**src/rtl/fifo_stat_irq.sv**
```systemverilog
module fifo_stat_irq #(
  parameter int DEPTH  = 16,
  parameter int FILL_W = $clog2(DEPTH + 1)
) (
  input  logic              clk,
  input  logic              rst_n,
  input  logic [FILL_W-1:0] fifo_fill,
  input  logic              fifo_full,
  input  logic              fifo_empty,
  input  logic              fifo_wr,
  input  logic              fifo_rd,
  input  logic [2:0]        bus_addr,
  input  logic              bus_wr,
  input  logic              bus_rd,
  input  logic [31:0]       bus_wdata,
  output logic [31:0]       bus_rdata,
  output logic              irq
);
  localparam logic [31:0]       THR_MAX  = 32'(DEPTH - 1);
  localparam logic [FILL_W-1:0] THR_MAXF = FILL_W'(DEPTH - 1);
  localparam logic [FILL_W-1:0] THR_ONE  = FILL_W'(1);

  logic [FILL_W-1:0] af_thr, ae_thr;
  logic [5:0] stat, ev_q, ev_n, ien_q, ien_n, clr_mask;
  logic wr_ev, wr_ien, wr_af, wr_ae;

  assign wr_ev  = bus_wr && bus_addr == 3'd2;
  assign wr_ien = bus_wr && bus_addr == 3'd3;
  assign wr_af  = bus_wr && bus_addr == 3'd4;
  assign wr_ae  = bus_wr && bus_addr == 3'd5;

  assign stat[0] = fifo_full;
  assign stat[1] = fifo_empty;
  assign stat[2] = fifo_fill > af_thr;
  assign stat[3] = fifo_fill < ae_thr;
  assign stat[4] = fifo_wr & fifo_full;
  assign stat[5] = fifo_rd & fifo_empty;

  assign clr_mask = wr_ev ? bus_wdata[5:0] : 6'd0;
  assign ev_n     = (ev_q & ~clr_mask) | stat;
  assign ien_n    = wr_ien ? bus_wdata[5:0] : ien_q;

  function automatic logic [FILL_W-1:0] clamp_thr(input logic [31:0] v);
    if (v < 32'd1)        return THR_ONE;
    else if (v > THR_MAX) return THR_MAXF;
    else                  return v[FILL_W-1:0];
  endfunction

  always_ff @(posedge clk) begin
    if (!rst_n) begin
      ev_q   <= '0;
      ien_q  <= '0;
      af_thr <= THR_MAXF;
      ae_thr <= THR_ONE;
      irq    <= 1'b0;
    end else begin
      ev_q  <= ev_n;
      ien_q <= ien_n;
      if (wr_af) af_thr <= clamp_thr(bus_wdata);
      if (wr_ae) ae_thr <= clamp_thr(bus_wdata);
      irq <= (|(stat & ~ev_q & ien_q)) | (irq & |(ev_n & ien_n));
    end
  end

  always_ff @(posedge clk) begin
    if (!rst_n) begin
      bus_rdata <= '0;
    end else if (bus_rd) begin
      case (bus_addr)
        3'd0:    bus_rdata <= 32'(fifo_fill);
        3'd1:    bus_rdata <= 32'(stat);
        3'd2:    bus_rdata <= 32'(ev_q);
        3'd3:    bus_rdata <= 32'(ien_q);
        3'd4:    bus_rdata <= 32'(af_thr);
        3'd5:    bus_rdata <= 32'(ae_thr);
        default: bus_rdata <= '0;
      endcase
    end
  end

  p_af_range_r10: assert property (@(posedge clk) disable iff (!rst_n)
    (af_thr >= THR_ONE) && (af_thr <= THR_MAXF));
  p_ae_range_r11: assert property (@(posedge clk) disable iff (!rst_n)
    (ae_thr >= THR_ONE) && (ae_thr <= THR_MAXF));
  p_ev_sticky_r6: assert property (@(posedge clk) disable iff (!rst_n)
    1'b1 |=> (($past(ev_q) & ~$past(clr_mask) & ~ev_q) == 6'd0));
  p_ev_set_wins_r7: assert property (@(posedge clk) disable iff (!rst_n)
    1'b1 |=> (($past(stat) & ~ev_q) == 6'd0));
  p_irq_rise_r8: assert property (@(posedge clk) disable iff (!rst_n)
    (|(stat & ~ev_q & ien_q)) |=> irq);
  p_irq_quiet_r9: assert property (@(posedge clk) disable iff (!rst_n)
    !(|(ev_q & ien_q)) |-> !irq);
  p_ovf_full_r5: assert property (@(posedge clk) disable iff (!rst_n)
    stat[4] |-> fifo_full);
endmodule

```
**config.mk**
```make
export PLATFORM = sky130hd
export DESIGN_NAME = fifo_stat_irq
export DESIGN_NICKNAME = d
export VERILOG_FILES = /design/src/rtl/fifo_stat_irq.sv
export SDC_FILE = /design/constraint.sdc
export NUM_CORES = 1
export LEC_CHECK = 0
export ABC_CLOCK_PERIOD_IN_PS = 2650
export CAP_MARGIN = 30
export CORE_MARGIN = 1.5
export CORE_UTILIZATION = 30
export DETAILED_ROUTE_END_ITERATION = 8
export GPL_TIMING_DRIVEN = 0
export MAX_ROUTING_LAYER = met4
export PLACE_DENSITY = 0.68
export SLEW_MARGIN = 5
export SYNTH_ARGS = -nofsm -noshare
export SYNTH_HDL_FRONTEND = slang
export SYNTH_SLANG_ARGS = --single-unit
```
**constraint.sdc**
```tcl
create_clock -name clk -period 2.65 [get_ports clk]
set_input_delay 0.265 -clock clk [delete_from_list [all_inputs] [get_ports clk]]
set_output_delay 0.265 -clock clk [all_outputs]
set_load 0.05 [all_outputs]
```
==> impl_results.rst <==
.. list-table::
   :header-rows: 1

   * - Metric
     - Value
   * - DR iter-0 viols
     - 79
   * - Multi-input logic area
     - 1180 sq um
   * - Clock tree from TritonCTS
     - yes
   * - Critical Path, Cell by Cell
     - clkdlybuf4s50_1, ha_1, a211oi_1, nor2_1, o32ai_1, o211ai_1, a22oi_1, a21oi_1
   * - Worst skew pair latency
     - 0.28 ns
   * - Highest ir drop seen on vdd
     - 250 uV
   * - Reg-to-reg startpoint
     - af_thr[2]
   * - Primary flip-flop cell chosen by synthesis mapping
     - sky130_fd_sc_hd__dfxtp_1
   * - Library cell occupying the most area in the post-synthesis netlist
     - sky130_fd_sc_hd__dfxtp_1
   * - Count of final setup violators
     - 0
   * - Number of violations of the max-capacitance limit
     - 0
   * - Start point of the critical path
     - fifo_fill[2]
   * - Detailed-route wire length per cell
     - 13.0 um
   * - Final wirelength
     - 5.23 mm
   * - Antenna Diode Count
     - 0
   * - Clock Sink Count
     - 29
   * - Slowest CP cell
     - sky130_fd_sc_hd__o32ai_1
   * - Final hold violation count
     - 0
   * - Power per unit of standard cell area
     - 424 nW/um^2
   * - Count of fill cells added during filler insertion
     - 635
   * - Post-Place Setup Slack
     - 0.0677 ns
   * - Data required time of the critical path
     - 2.80 ns
   * - Worst setup EP type
     - flip-flop
   * - Cells after DPL
     - 393
   * - Cell count after synthesis
     - 240
   * - Root cell of the clock tree
     - sky130_fd_sc_hd__clkbuf_8
   * - Area contributors post-synth
     - sky130_fd_sc_hd__dfxtp_1 30%, sky130_fd_sc_hd__buf_4 9.9%, sky130_fd_sc_hd__ha_1 5.7%, sky130_fd_sc_hd__nand2_1 5.2%, sky130_fd_sc_hd__mux2i_1 5.1%
   * - Seq/Total Area, Yosys
     - 29.6%
   * - Filler-free cell count of the finished design
     - 401
   * - TritonCTS buffer count
     - 5
   * - Die height
     - 83.9 um
   * - Net count of the finished layout
     - 380
   * - Hold/Removal Path Class
     - in -> reg
   * - Kind of critical path
     - in -> reg
   * - Total standard cell area after synthesis
     - 1960 sq um
   * - Unrepaired setup endpoints after global routing
     - false
   * - Startpoint Class
     - input port
   * - Synth cell types
     - 46
   * - Starting density of the core
     - 30.9%
   * - Area Growth Syn to Fin
     - 39.7%
   * - Storage cell area
     - 581 sq um
   * - Post-route clock skew
     - 0.00473 ns
   * - Async SR Flop Fraction
     - 0%
   * - Actual slew at the worst max-slew pin
     - 0.654 ns
   * - Post CTS Setup Buffer Count
     - 0
   * - Average vias per placed instance
     - 4.70
   * - CTS hold repair buffers
     - 0
   * - Worst path bufs/invs
     - 1
   * - Wire length of the first global-routing pass
     - 8.48 mm
   * - Seq cells post-synth
     - 29
   * - Layout cell share with drive strength beyond 1
     - 12.3%
   * - Largest delay contributor family on the critical path
     - compound AO/OA/AOI/OAI gates
   * - Maximum clock insertion buffer count
     - 2
   * - RePlAce Congestion
     - 0.828
   * - Number of flops mapped to enable cells by yosys
     - 0
   * - Vias after detailed routing
     - 1883
   * - Minimum hold slack
     - 0.387 ns
   * - 1st-pass router iterations
     - 4
   * - CP peak stage delay
     - 0.60 ns
   * - IO Count
     - 81
   * - Shortest period the worst path allows
     - 2.33 ns
   * - Slew Limit Headroom
     - 56.3%
   * - Overall die area
     - 7040 sq um
   * - Total power after layout
     - 1.16 mW
   * - Buffers on Ports
     - 51
   * - Arrival time of the worst setup path
     - 2.48 ns
   * - Fin crit share
     - 88.0%
   * - Vias in the first global route
     - 1785
   * - Core Region
     - 6350 sq um
   * - Clock transition at the register clock pins on the worst setup and hold paths after CTS
     - 0.06 ns
   * - Static Leak
     - 1.23 nW
   * - HPWL reported at the end of detailed placement
     - 4.30 mm
   * - Crit Path Max Fanout
     - 4
   * - Die Wd
     - 83.9 um
   * - Setup TNS
     - 0 ns
   * - Antenna violations before repair
     - 0
   * - Number of levels in the clock H-tree
     - 2
   * - Maximum number of pins on one net before global-route repair
     - 11
   * - Antenna Violating Nets Remaining
     - 0
   * - Total congestion overflow
     - 0
   * - Portion of synthesized cell area occupied by the leading cell type
     - 29.6%
   * - Total Routing Usage GR
     - 15.6%
   * - Origin of the worst min-delay path
     - bus_rd
   * - Number of rows created at floorplan
     - 29
   * - Slew Viols, Final
     - 0
   * - Crit path setup slack, layout
     - 0.319 ns
   * - Outcome
     - finished clean
   * - Yosys synthesis warning count
     - 0
   * - Number of remaining DRC errors
     - 0
   * - Top achievable clock speed
     - 0.429 GHz
   * - Cts repair resizes
     - 0
   * - Post-Synthesis Mean Instance Area
     - 8.18 sq um
[placed cells by master (no fill, tap or decap), types with 5 or more instances in the layout]
cell type,n
sky130_fd_sc_hd__conb_1,26
sky130_fd_sc_hd__dfxtp_1,29
sky130_fd_sc_hd__nand2_1,27
sky130_fd_sc_hd__a21boi_0,5
sky130_fd_sc_hd__clkbuf_8,5
sky130_fd_sc_hd__inv_1,14
sky130_fd_sc_hd__o21ai_0,12
sky130_fd_sc_hd__clkdlybuf4s50_1,51
sky130_fd_sc_hd__mux2i_1,10
sky130_fd_sc_hd__a21oi_1,14
sky130_fd_sc_hd__o211ai_1,6
sky130_fd_sc_hd__nor2b_1,11
sky130_fd_sc_hd__buf_4,26
sky130_fd_sc_hd__nor2_1,10
sky130_fd_sc_hd__nor4_1,7
sky130_fd_sc_hd__nand3b_1,6
sky130_fd_sc_hd__ha_1,9
sky130_fd_sc_hd__clkbuf_1,11
[registers in the layout (all words and copies together) (netlist names)]
signal / cells
irq: 1
ev_q: 6
bus_rdata: 6
ien_q: 6
ae_thr: 5
af_thr: 5
[worst paths after layout]
path / cells past startpoint / slack, ns / end
worst max-delay path: 8 / 0.32 / bus_rdata[2]
worst min-delay path: 2 / 0.39 / bus_rdata[4]
worst max register to register: 8 / 0.41 / bus_rdata[2]
worst min register to register: 1 / 0.48 / af_thr[4]
[worst register-to-register path, stage by stage (launching register included)]
cell and delay [ns]:
sky130_fd_sc_hd__dfxtp_1 0.33, sky130_fd_sc_hd__inv_1 0.08, sky130_fd_sc_hd__ha_1 0.30, sky130_fd_sc_hd__a211oi_1 0.21, sky130_fd_sc_hd__nor2_1 0.08, sky130_fd_sc_hd__o32ai_1 0.60
sky130_fd_sc_hd__o211ai_1 0.16, sky130_fd_sc_hd__a22oi_1 0.27, sky130_fd_sc_hd__a21oi_1 0.11
[Yosys cell counts, types with 5 or more instances]
library cell and instances:
sky130_fd_sc_hd__ha_1 9, sky130_fd_sc_hd__nor4_1 7, sky130_fd_sc_hd__nand2_1 27, sky130_fd_sc_hd__a21boi_0 5, sky130_fd_sc_hd__dfxtp_1 29, sky130_fd_sc_hd__inv_1 14
sky130_fd_sc_hd__nor2_1 10, sky130_fd_sc_hd__o211ai_1 6, sky130_fd_sc_hd__nor2b_1 11, sky130_fd_sc_hd__mux2i_1 10, sky130_fd_sc_hd__clkbuf_1 8, sky130_fd_sc_hd__buf_4 26
sky130_fd_sc_hd__o21ai_0 12, sky130_fd_sc_hd__nand3b_1 6, sky130_fd_sc_hd__a21oi_1 14
[metal layers]
metal | GRT usage (%) | up-vias | routed length, um
met5 | - | - | 0
met4 | 4.77 | 0 | 84
met3 | 3.56 | 8 | 321
met2 | 25.0 | 62 | 2530
met1 | 19.6 | 847 | 2290
li1 | - | 966 | -
[cell type report]
cell class	instances	area share, %
clock buffers	8	2.92
repair buffers	51	18.6
inverters	14	1.91
well taps	77	3.51
flip-flops and latches	29	21.1
multi-input cells	185	42.9
plain buffers	37	8.98
[logic make-up (layout without fill, tap and decap cells)]
| family | after synthesis | after routing | synth area share, % |
|---|---|---|---|
| flip-flops | 29 | 29 | 29.6 |
| multiplexers | 13 | 13 | 7.58 |
| AO/OA/AOI/OAI | 59 | 59 | 19.7 |
| adder cells (fa/ha/maj) | 9 | 9 | 5.73 |
| other | 1 | 26 | 0.191 |
| AND/OR/NAND/NOR | 78 | 78 | 22.0 |
| buffers and inverters | 51 | 110 | 15.2 |
[metrics by stage]
stage	cell area, sq um	utilization (%)
final	2750	43.2
after global routing	2750	43.2
after CTS	2750	43.2
after detailed placement	2670	42.0
after global placement	2670	42.0
after floorplan	2060	-
[power by group]
group          total, mW  internal, mW  switching [mW]
registers          0.469         0.456          0.0133
clock network      0.346         0.186           0.160
logic              0.348         0.149           0.199
total               1.16         0.791           0.373
Power figures use the tool's default switching activity.
